File: config.mk
export PLATFORM = sky130hd
export DESIGN_NAME = dram_node_norm
export DESIGN_NICKNAME = d
export VERILOG_FILES = /design/src/rtl/dnorm_pkg.sv /design/src/rtl/dnorm_window.sv /design/src/rtl/dnorm_ilv.sv /design/src/rtl/dram_node_norm.sv
export SDC_FILE = /design/constraint.sdc
export NUM_CORES = 1
export LEC_CHECK = 0
export BUFFER_PORTS_ARGS = -buffer_cell sky130_fd_sc_hd__clkbuf_2
export CORE_MARGIN = 10
export CORE_UTILIZATION = 60
export CTS_CLUSTER_SIZE = 14
export DETAILED_ROUTE_END_ITERATION = 12
export PLACE_DENSITY_LB_ADDON = 0.12
export SLEW_MARGIN = 10
export SYNTH_ARGS = -nofsm -noshare
export SYNTH_HDL_FRONTEND = slang
export SYNTH_SLANG_ARGS = --single-unit
File: constraint.sdc
create_clock -name clk -period 1.2 [get_ports clk]
set_clock_uncertainty 0.1 [all_clocks]
set_input_delay 0.24 -clock clk [delete_from_list [all_inputs] [get_ports clk]]
set_output_delay 0.24 -clock clk [all_outputs]
set_load 0.01 [all_outputs]
File: src/rtl/dnorm_pkg.sv
package dnorm_pkg;

    // Default geometry of the normalizer
    localparam int unsigned DN_ADDR_W   = 40;  // system address width
    localparam int unsigned DN_NORM_W   = 36;  // normalized address width
    localparam int unsigned DN_BASE_LSB = 24;  // base granularity (16 MiB)
    localparam int unsigned DN_IL_LSB   = 12;  // lowest interleave bit
    localparam int unsigned DN_IL_BITS  = 3;   // number of interleave bits
    localparam int unsigned DN_HOLE_BIT = 32;  // hoisting applies from 2**this

    // Outcome of one lookup
    typedef enum logic [1:0] {
        DN_MISS   = 2'd0,
        DN_HIT    = 2'd1,
        DN_CFGERR = 2'd2
    } dn_status_e;

endpackage

File: src/rtl/dnorm_window.sv
// Range check, hole hoisting and base removal.
module dnorm_window #(
    parameter int unsigned ADDR_W   = dnorm_pkg::DN_ADDR_W,
    parameter int unsigned DRAM_W   = dnorm_pkg::DN_NORM_W + dnorm_pkg::DN_IL_BITS,
    parameter int unsigned BASE_LSB = dnorm_pkg::DN_BASE_LSB,
    parameter int unsigned HOLE_BIT = dnorm_pkg::DN_HOLE_BIT
) (
    input  logic [ADDR_W-1:0] addr,
    input  logic [ADDR_W-1:0] base,
    input  logic [ADDR_W-1:0] limit,
    input  logic [ADDR_W-1:0] hole,
    output logic              in_range,
    output logic [ADDR_W-1:0] adj_addr,
    output logic [DRAM_W-1:0] dram_addr
);

    localparam logic [ADDR_W-1:0] HOLE_START = ADDR_W'(1) << HOLE_BIT;

    logic              node_empty;
    logic              hoist;
    logic [ADDR_W-1:0] base_eff;

    assign node_empty = (base == '0) && (limit == '0);
    assign in_range   = !node_empty && (addr >= base) && (addr <= limit);

    assign hoist    = (hole != '0) && (addr >= HOLE_START);
    assign adj_addr = hoist ? (addr - hole) : addr;

    assign base_eff  = {base[ADDR_W-1:BASE_LSB], {BASE_LSB{1'b0}}};
    assign dram_addr = DRAM_W'(adj_addr - base_eff);

endmodule

File: src/rtl/dnorm_ilv.sv
// Interleave mask decode, select compare and bit excision.
module dnorm_ilv #(
    parameter int unsigned NORM_W  = dnorm_pkg::DN_NORM_W,
    parameter int unsigned IL_LSB  = dnorm_pkg::DN_IL_LSB,
    parameter int unsigned IL_BITS = dnorm_pkg::DN_IL_BITS,
    localparam int unsigned DRAM_W = NORM_W + IL_BITS,
    localparam int unsigned HI_W   = NORM_W - IL_LSB
) (
    input  logic [DRAM_W-1:0]  dram_addr,
    input  logic [IL_BITS-1:0] sel_bits,
    input  logic [IL_BITS-1:0] mask,
    input  logic [IL_BITS-1:0] node_sel,
    output logic               mask_ok,
    output logic               sel_ok,
    output logic [NORM_W-1:0]  norm_addr
);

    logic [IL_BITS:0] way_hit;
    logic [NORM_W-1:0] cand [IL_BITS+1];

    // One candidate per legal mask: k low-order ones remove k bits
    for (genvar k = 0; k <= IL_BITS; k++) begin : g_way
        localparam logic [IL_BITS-1:0] PAT = IL_BITS'((1 << k) - 1);
        assign way_hit[k] = (mask == PAT);
        assign cand[k]    = {dram_addr[IL_LSB+k +: HI_W], dram_addr[IL_LSB-1:0]};
    end

    assign mask_ok = |way_hit;
    assign sel_ok  = ((sel_bits & mask) == node_sel);

    always_comb begin
        norm_addr = '0;
        for (int k = 0; k <= IL_BITS; k++) begin
            if (way_hit[k]) begin
                norm_addr = norm_addr | cand[k];
            end
        end
    end

endmodule

File: src/rtl/dram_node_norm.sv
// Top: one registered stage around the window and interleave logic.
module dram_node_norm #(
    parameter int unsigned ADDR_W   = dnorm_pkg::DN_ADDR_W,
    parameter int unsigned NORM_W   = dnorm_pkg::DN_NORM_W,
    parameter int unsigned BASE_LSB = dnorm_pkg::DN_BASE_LSB,
    parameter int unsigned IL_LSB   = dnorm_pkg::DN_IL_LSB,
    parameter int unsigned IL_BITS  = dnorm_pkg::DN_IL_BITS,
    parameter int unsigned HOLE_BIT = dnorm_pkg::DN_HOLE_BIT
) (
    input  logic               clk,
    input  logic               rst_n,
    input  logic               in_valid,
    input  logic [ADDR_W-1:0]  in_addr,
    input  logic [ADDR_W-1:0]  cfg_base,
    input  logic [ADDR_W-1:0]  cfg_limit,
    input  logic [ADDR_W-1:0]  cfg_hole,
    input  logic [IL_BITS-1:0] cfg_ilv_mask,
    input  logic [IL_BITS-1:0] cfg_ilv_sel,
    output logic               out_valid,
    output logic               out_hit,
    output logic               out_err,
    output logic [NORM_W-1:0]  out_addr
);

    import dnorm_pkg::*;

    localparam int unsigned DRAM_W = NORM_W + IL_BITS;

    typedef struct packed {
        logic              vld;
        dn_status_e        st;
        logic [NORM_W-1:0] addr;
    } stage_t;

    logic              in_range;
    logic [ADDR_W-1:0] adj_addr;
    logic [DRAM_W-1:0] dram_addr;
    logic              mask_ok;
    logic              sel_ok;
    logic [NORM_W-1:0] norm_addr;

    stage_t stage_d, stage_q;

    dnorm_window #(
        .ADDR_W  (ADDR_W),
        .DRAM_W  (DRAM_W),
        .BASE_LSB(BASE_LSB),
        .HOLE_BIT(HOLE_BIT)
    ) u_window (
        .addr     (in_addr),
        .base     (cfg_base),
        .limit    (cfg_limit),
        .hole     (cfg_hole),
        .in_range (in_range),
        .adj_addr (adj_addr),
        .dram_addr(dram_addr)
    );

    dnorm_ilv #(
        .NORM_W (NORM_W),
        .IL_LSB (IL_LSB),
        .IL_BITS(IL_BITS)
    ) u_ilv (
        .dram_addr(dram_addr),
        .sel_bits (adj_addr[IL_LSB +: IL_BITS]),
        .mask     (cfg_ilv_mask),
        .node_sel (cfg_ilv_sel),
        .mask_ok  (mask_ok),
        .sel_ok   (sel_ok),
        .norm_addr(norm_addr)
    );

    always_comb begin
        stage_d     = stage_q;
        stage_d.vld = in_valid;
        stage_d.st  = DN_MISS;
        if (in_valid) begin
            stage_d.addr = norm_addr;
            if (!mask_ok) begin
                stage_d.st = DN_CFGERR;
            end else if (in_range && sel_ok) begin
                stage_d.st = DN_HIT;
            end
        end
    end

    always_ff @(posedge clk or negedge rst_n) begin
        if (!rst_n) begin
            stage_q <= '{vld: 1'b0, st: DN_MISS, addr: '0};
        end else begin
            stage_q <= stage_d;
        end
    end

    assign out_valid = stage_q.vld;
    assign out_hit   = stage_q.vld && (stage_q.st == DN_HIT);
    assign out_err   = stage_q.vld && (stage_q.st == DN_CFGERR);
    assign out_addr  = stage_q.addr;

endmodule

==> run summary, run 1 <==
# rows: 42
pre-CTS setup slack: -3.92 ns
cts bufs inserted: 5
sequential-to-total area share from yosys stat: 12.0%
placed insts: 1,743
Sinks on Clock Net: 39
Run Error: [ERROR GRT-0232] Routing congestion too high. Check the congestion heatmap in the GUI.
largest net degree at the start of global routing: 40
I/O pins: 208
Synth top area share: 20.3%
count of cell types in the netlist: 83
Syn Nets: 1,400
Root Buffer: clkbuf_16
Die Y: 136 um
HPWL after DPL: 30,900 um
Worst EP Category: register input
Fail Step: 5_1_grt
Synth area leader: ha_1
synth top area cells: ha_1, dfrtp_1, inv_1
Avg Inst Size Synth: 7.42 sq um
worst setup endpoint GRT: out_addr[35]$_DFFE_PN0P_/D
post-synthesis register bit count: 39
Max Buffers Root-to-Sink: 2
Cells after Synth: 1,097
htree depth: 2
IO buf count: 207
EDFF count, synth: 0
Starting Density: 61.5%
Syn. warnings: 0
global route total overflow: 1,275
Syn Std Cell Area: 0.00814 sq mm
Synth Flop Type: dfrtp_1
overall routing resource usage: 91.9%
outcome: stopped before the end
Synth async-reset ratio: 100%
GP Congestion: 1.06
die width: 136 um
[cell families after synthesis]
logic type                 after synthesis  synth area share [%]
buffers and inverters                  205                  11.2
muxes                                   12                  1.51
DFF                                     39                  12.0
xor gates and xnor gates                29                  3.12
adders and majority gates              134                  20.8
and+or+nand+nor                        304                  19.2
AOI/OAI and AO/OA                      374                  32.2
[timing repair]
item,in CTS
endpoints found under the hold margin,39
buffers inserted,9
gates cloned,1
pin swaps,42
gates resized for setup,79
endpoints found under the setup margin,39
hold buffers,1
[cell usage after synthesis, types with 4 or more instances]
master / n
nor2b_1: 9
xnor2_1: 17
a21oi_1: 83
clkbuf_1: 24
buf_4: 36
nand2_1: 80
o31ai_1: 5
a221oi_1: 8
a22o_1: 9
and2_1: 7
a211oi_1: 14
a211o_1: 5
nor3b_1: 4
o21a_1: 18
a21boi_0: 4
o2111ai_1: 4
a21o_1: 45
or3_1: 7
o21bai_1: 7
nor4_1: 35
nand4_1: 31
a31oi_1: 11
and3_1: 8
xor2_1: 12
nand2b_1: 15
o41ai_1: 4
inv_1: 136
nor2_1: 54
a22oi_1: 6
o211ai_1: 17
o21ai_1: 5
nand3b_1: 4
or2_2: 4
o22ai_1: 7
o21ai_0: 61
mux2i_1: 10
ha_1: 132
nor3_1: 22
nand3_1: 13
a221o_1: 4
o31a_1: 5
buf_2: 6
dfrtp_1: 39
a2bb2oi_1: 4
o311ai_0: 4
[through the flow]
| step | hold WS [ns] | area (sq um) | utilization [%] |
|---|---|---|---|
| 3_3_place_gp | 0.122 | 11700 | 88.2 |
| 4_1_cts | 0.188 | 12300 | 92.8 |
| 3_5_place_dp | 0.126 | 11700 | 88.2 |
| 2_1_floorplan | -0.156 | 8370 | - |
[routing by layer]
layer  track usage [%]  overflow
met2               118       944
met4               103       290
met5              33.8         2
met3              75.4        25
met1              80.6        14
==> run 2: changes to the inputs <==
--- a/config.mk
+++ b/config.mk
@@ -7,10 +7,9 @@
 export LEC_CHECK = 0
 export BUFFER_PORTS_ARGS = -buffer_cell sky130_fd_sc_hd__clkbuf_2
 export CORE_MARGIN = 10
-export CORE_UTILIZATION = 60
-export CTS_CLUSTER_SIZE = 14
+export CORE_UTILIZATION = 40
 export DETAILED_ROUTE_END_ITERATION = 12
-export PLACE_DENSITY_LB_ADDON = 0.12
+export PLACE_DENSITY_LB_ADDON = 0.15
 export SLEW_MARGIN = 10
 export SYNTH_ARGS = -nofsm -noshare
 export SYNTH_HDL_FRONTEND = slang
==> run 2 against run 1 <==
Against the previous run:
- the flow now finishes, with violations (setup timing)
- synthesized cell count unchanged
- synthesized area is the same
==> run summary, run 2 <==
outcome: finished with violations
failing checks: setup timing
CTS tree: built
Avg Inst Size Synth: 7.42 sq um (unchanged)
Worst Path Arrival: 4.70 ns
pre-CTS setup slack: -3.77 ns (+0.147 ns)
DR WL met2: 17,100 um
most frequent cells in the layout: buf_4, clkbuf_2, inv_1, ha_1, a21oi_1
sequential-to-total area share from yosys stat: 12.0% (unchanged)
crit end category: flip-flop
Die Y: 163 um (+19%)
antenna-violating nets left: 0
Leak Pwr: 0.00703 uW
overall routing resource usage: 27.4%
pwr/cell area: 779 mW/mm^2
post-synthesis register bit count: 39 (unchanged)
CP Class: primary input to flip-flop
vias: 10,600
worst setup margin: -3.39 ns
Placed Instance Area: 0.0121 sq mm (+3.9%)
final period demand of the worst path: 4.59 ns
Clk pin slew, worst setup/hold paths: 0.06 ns
Max Buffers Root-to-Sink: 2 (unchanged)
Syn Nets: 1,400 (unchanged)
maxcap violations: 0
count of cell types in the netlist: 83 (unchanged)
final cycle utilization of the critical path: 383%
first-pass GRT wire length: 58,000 um
crit-path cells: clkbuf_16 > inv_12 > ha_4 > inv_2 > fa_2 > a211oi_4 > nor3_2 > o31ai_4 > a21oi_4 > o211ai_1 > nand2_1 > nor2_1 > xnor2_1 > mux2_2 > ha_4 > nor2b_2 > o31a_1 > o311a_1 > o31ai_2 > xnor2_1 > nand2_1 > o211ai_1 > and4b_1 > nor3_1
Worst Tran Pin Value: 0.554 ns
top sig layer: met4
Syn. warnings: 0 (unchanged)
die width: 163 um (+19%)
Sinks on Clock Net: 39 (unchanged)
Synth top cells by count: inv_1, ha_1, a21oi_1
drt pass-1 iters: 5
CP Buf/Inv Count: 3
fin util: 66.8%
die area: 0.0265 sq mm
DR WL/cell: 19.5 um
FMAX: 218 MHz
HPWL after DPL: 31,300 um (+1.2%)
length of routed met3 wiring: 2760 um
max reg flops: 36
layout cells sized above 1: 45.4%
Synth area leader: ha_1
Starting Density: 40.5% (-21 points)
EDFF count, synth: 0 (unchanged)
Crit path max-delay family: compound AO/OA/AOI/OAI gates
Worst slew margin: 62.6%
core box area: 0.0201 sq mm
post-route cell area: 0.0134 sq mm
initial DRC count: 945
post-route insts no fill: 1,920
Via-to-Cell Ratio: 5.51
htree depth: 2 (unchanged)
most frequent cell after synthesis: inv_1
initial antenna violation count: 1
IO buf count: 207 (unchanged)
largest net degree at the start of global routing: 40
Clock Latency Late Sink: 0.29 ns
# rows: 52 (+24%)
fin. max-slew vios: 0
Power Total: 10,500 uW
cts bufs inserted: 5 (unchanged)
synth top area cells: ha_1, dfrtp_1, inv_1
Worst Hold Class: primary input to flip-flop
Post-Route M1 WL: 16,600 um
number of diodes: 0
final wirelength: 37,400 um
Residual DRC: 0
global route total overflow: 0
vias in the first global route: 10,900
Max IR drop VDD: 0.000619 V
Slowest cell on crit path: fa_2
# setup viols final: 39
Synth-to-Final Area Change: 64.9%
RSZ-0062 raised after global routing: yes
placed insts: 1,882 (+8.0%)
Synth async-reset ratio: 100% (unchanged)
Fin. Hold Viols: 0
crit start category: primary input
GP Congestion: 0.985 (-6.7%)
Synth top area share: 20.3% (unchanged)
Nets: 1,952
Syn Std Cell Area: 0.00814 sq mm (unchanged)
Worst path max stage delay: 0.40 ns
Cells after Synth: 1,097 (unchanged)
Root Buffer: clkbuf_16
Synth Flop Type: dfrtp_1
I/O pins: 208 (unchanged)
worst path required time: 1.30 ns
crit path max fanout: 4
most common cell after layout, fill and taps aside: buf_4
[run 2: power breakdown]
group	switching, uW	internal (uW)	leakage [uW]
combinational	3690	3820	0.00648
sequential	128	1520	0.000485
clock	537	765	0.0000658
total	4350	6100	0.00703
[run 2: repair_timing]
item,in CTS,in global routing
hold buffers,1,0
hold endpoints to repair,39,0
gates cloned,6,0
gates resized for setup,147,48
pin swaps,56,22
setup endpoints to repair,39,39
buffers inserted,40,8
[run 2: worst paths after layout]
kind	start	to	slack, ns	cells past startpoint
max	in_addr[0]	out_addr[35]	-3.39	24
min	in_valid	out_valid	0.19	2
max reg2reg	out_addr[11]	out_addr[11]	0.33	2
min reg2reg	out_addr[26]	out_addr[26]	0.37	1
max in group asynchronous	rst_n	out_addr[28]	0.43	3
min in group asynchronous	rst_n	out_addr[1]	0.36	3
[run 2: per-stage QoR]
step           hold WS, ns  TNS, ns
3_5_place_dp         0.128   -84.55
2_1_floorplan       -0.156   -63.33
5_1_grt              0.202   -78.53
4_1_cts              0.180   -96.56
3_3_place_gp         0.123   -82.48
6_report             0.190   -73.64
[run 2: worst reg2reg max path: stages, from the launching register on]
cell	delay [ns]
dfrtp_1	0.40
a32oi_1	0.16
nand3b_1	0.09
[run 2: cells by family after synthesis]
group / synth area share (%)
AO/OA/AOI/OAI: 32.2
AND/OR/NAND/NOR: 19.2
buffers and inverters: 11.2
adder cells (fa/ha/maj): 20.8
flip-flops: 12.0
XOR/XNOR: 3.12
multiplexers: 1.51
[run 2: layout make-up]
class                   instances  area, sq um
clock inverters                 3         20.0
inverters                     136          523
multi-input cells             853         6960
flip-flops and latches         39          976
clock buffers                   5          125
well taps                     270          338
fillers                      1744         6680
repair buffers                614         4480
[run 2: routing by layer]
layer  up-vias  track usage (%)
met5         -                0
met4         0             7.99
met3        47             4.52
met2       403             44.7
met1      4982             36.4
li1       5156                -
Note: power is estimated with default switching activity, not from simulation.
==> run 3: changes to the inputs <==
--- a/config.mk
+++ b/config.mk
@@ -8,6 +8,7 @@
 export BUFFER_PORTS_ARGS = -buffer_cell sky130_fd_sc_hd__clkbuf_2
 export CORE_MARGIN = 10
 export CORE_UTILIZATION = 40
+export CTS_BUF_LIST = sky130_fd_sc_hd__clkbuf_8
 export DETAILED_ROUTE_END_ITERATION = 12
 export PLACE_DENSITY_LB_ADDON = 0.15
 export SLEW_MARGIN = 10
==> run 3 against run 2 <==
Against the previous run:
- the flow still finishes with violations (setup timing)
- non-clock buffer count increased by 28
- register-to-register slack got worse by 0.11 ns
- total power decreased by 3.5%
- largest power group unchanged
- highest routed layer unchanged
==> run summary, run 3 (same netlist as run 2, synthesis figures left out) <==
outcome: finished with violations
failing checks: setup timing
initial DRC count: 843 (-11%)
die area: 0.0265 sq mm (unchanged)
GP Congestion: 0.985 (unchanged)
crit path max fanout: 4 (unchanged)
initial antenna violation count: 1 (unchanged)
R2R setup slack: 0.22 ns (-0.11 ns)
DR WL/cell: 19.4 um (-0.59%)
final period demand of the worst path: 4.61 ns (+0.0153 ns)
maxcap violations: 0 (unchanged)
Max Buffers Root-to-Sink: 2 (unchanged)
FMAX: 217 MHz (-0.33%)
Fin. Hold Viols: 0 (unchanged)
most frequent cells in the layout: buf_4, clkbuf_2, inv_1, ha_1, a21oi_1
core box area: 0.0201 sq mm (unchanged)
Starting Density: 40.5% (unchanged)
overall routing resource usage: 27.6% (+0.19 points)
post-route cell area: 0.0136 sq mm (+1.6%)
vias in the first global route: 10,900 (+0.092%)
FF-to-FF Start: out_addr[11]
final wirelength: 37,700 um (+0.86%)
vias: 10,700 (+1.4%)
fin. max-slew vios: 0 (unchanged)
HPWL after DPL: 31,300 um (unchanged)
pre-CTS setup slack: -3.77 ns (unchanged)
layout cells sized above 1: 45.8% (+0.37 points)
RSZ-0062 raised after global routing: yes
R2R depth: 3 (+1)
Synth-to-Final Area Change: 67.5%
Leak Pwr: 0.00717 uW (+2.0%)
cts bufs inserted: 5 (unchanged)
Worst Hold Class: primary input to flip-flop
Root Buffer: clkbuf_8
drt pass-1 iters: 5 (unchanged)
# rows: 52 (unchanged)
Die Y: 163 um (unchanged)
I/O pins: 208 (unchanged)
Nets: 1,980 (+1.4%)
first-pass GRT wire length: 58,400 um (+0.69%)
Sinks on Clock Net: 39 (unchanged)
antenna-violating nets left: 0 (unchanged)
Worst Tran Pin Value: 0.563 ns (+0.00848 ns)
htree depth: 2 (unchanged)
Residual DRC: 0 (unchanged)
Worst Path Arrival: 4.73 ns (+0.03 ns)
CP startpoint: in_addr[0]
Worst slew margin: 62.0% (-0.57 points)
crit end category: flip-flop
# setup viols final: 40 (+2.6%)
IO buf count: 207 (unchanged)
number of diodes: 0 (unchanged)
max reg flops: 36 (unchanged)
die width: 163 um (unchanged)
Placed Instance Area: 0.0121 sq mm (unchanged)
final cycle utilization of the critical path: 384% (+1.3 points)
Hold Startpoint: in_valid
worst path required time: 1.32 ns (+0.02 ns)
Max IR drop VDD: 0.000536 V (-13%)
Via-to-Cell Ratio: 5.51 (about the same)
worst setup margin: -3.41 ns (-0.0153 ns)
crit start category: primary input
most common cell after layout, fill and taps aside: buf_4
Power Total: 10,100 uW (-3.5%)
CP Class: primary input to flip-flop
Clk pin slew, worst setup/hold paths: 0.08 ns (+0.02 ns)
largest net degree at the start of global routing: 40 (unchanged)
global route total overflow: 0 (unchanged)
fin util: 67.8% (+1.0 points)
hold path cells: 2 (unchanged)
CTS tree: built
Clock Latency Late Sink: 0.29 ns (about the same)
hold slack: 0.172 ns (-0.0181 ns)
pwr/cell area: 741 mW/mm^2 (-4.9%)
run 3: area by class of cell:
class	instances	area, sq um
Tap cell	270	338
Fill cell	1724	6470
Timing Repair Buffer	642	4780
Multi-Input combinational cell	853	6930
Inverter	136	523
Clock inverter	3	20.0
Sequential cell	39	976
Clock buffer	5	68.8
run 3: per-layer routing:
metal	up-vias	GRT usage (%)	share of wire (%)	wire [um]
met2	404	45.0	45	17100
met4	0	8.20	2.6	991
li1	5211	-	-	-
met5	-	0	0	0
met3	49	5.38	7.8	2930
met1	5071	36.1	44	16700
run 3: report_power, final:
| part | internal [uW] | total (uW) | leakage [uW] | switching (uW) |
|---|---|---|---|---|
| Clock | 404 | 892 | 0.0000402 | 488 |
| Combinational | 3870 | 7570 | 0.00664 | 3700 |
| Sequential | 1510 | 1640 | 0.000485 | 123 |
| Total | 5790 | 10100 | 0.00717 | 4310 |
run 3: worst max-delay path, stage by stage:
cell,delay (ns)
clkbuf_16,0.13
inv_12,0.05
ha_4,0.12
inv_2,0.04
fa_2,0.40
a211oi_4,0.25
nor3_2,0.09
o31ai_4,0.25
a21oi_4,0.11
o21ai_2,0.16
a21oi_2,0.08
o211ai_1,0.26
a211oi_2,0.12
a311oi_2,0.21
ha_2,0.26
fa_2,0.23
nor2b_2,0.05
o31a_1,0.31
o311a_1,0.33
o31ai_2,0.25
xnor2_1,0.18
nand2_1,0.08
o211ai_1,0.15
and4b_1,0.23
nor3_1,0.12
run 3: path summary, 6_finish.rpt:
path | to
max reg2reg | out_addr[11]
min reg2reg | out_addr[26]
max in group asynchronous | out_addr[28]
min in group asynchronous | out_addr[0]
max | out_addr[35]
min | out_valid
run 3: timing repair:
action | CTS | global route
cloned | 6 | 0
gates resized for setup | 150 | 25
hold endpoints to repair | 39 | 0
hold buffers | 1 | 0
pin swaps | 56 | 12
setup buffers | 45 | 14
endpoints found under the setup margin | 40 | 56
run 3: through the flow:
step	std cells	TNS, ns
after floorplan	1097	-63.33
after global placement	1882	-82.48
after detailed placement	1882	-84.55
after CTS	1934	-96.85
after global routing	1948	-105.27
final	1948	-100.40
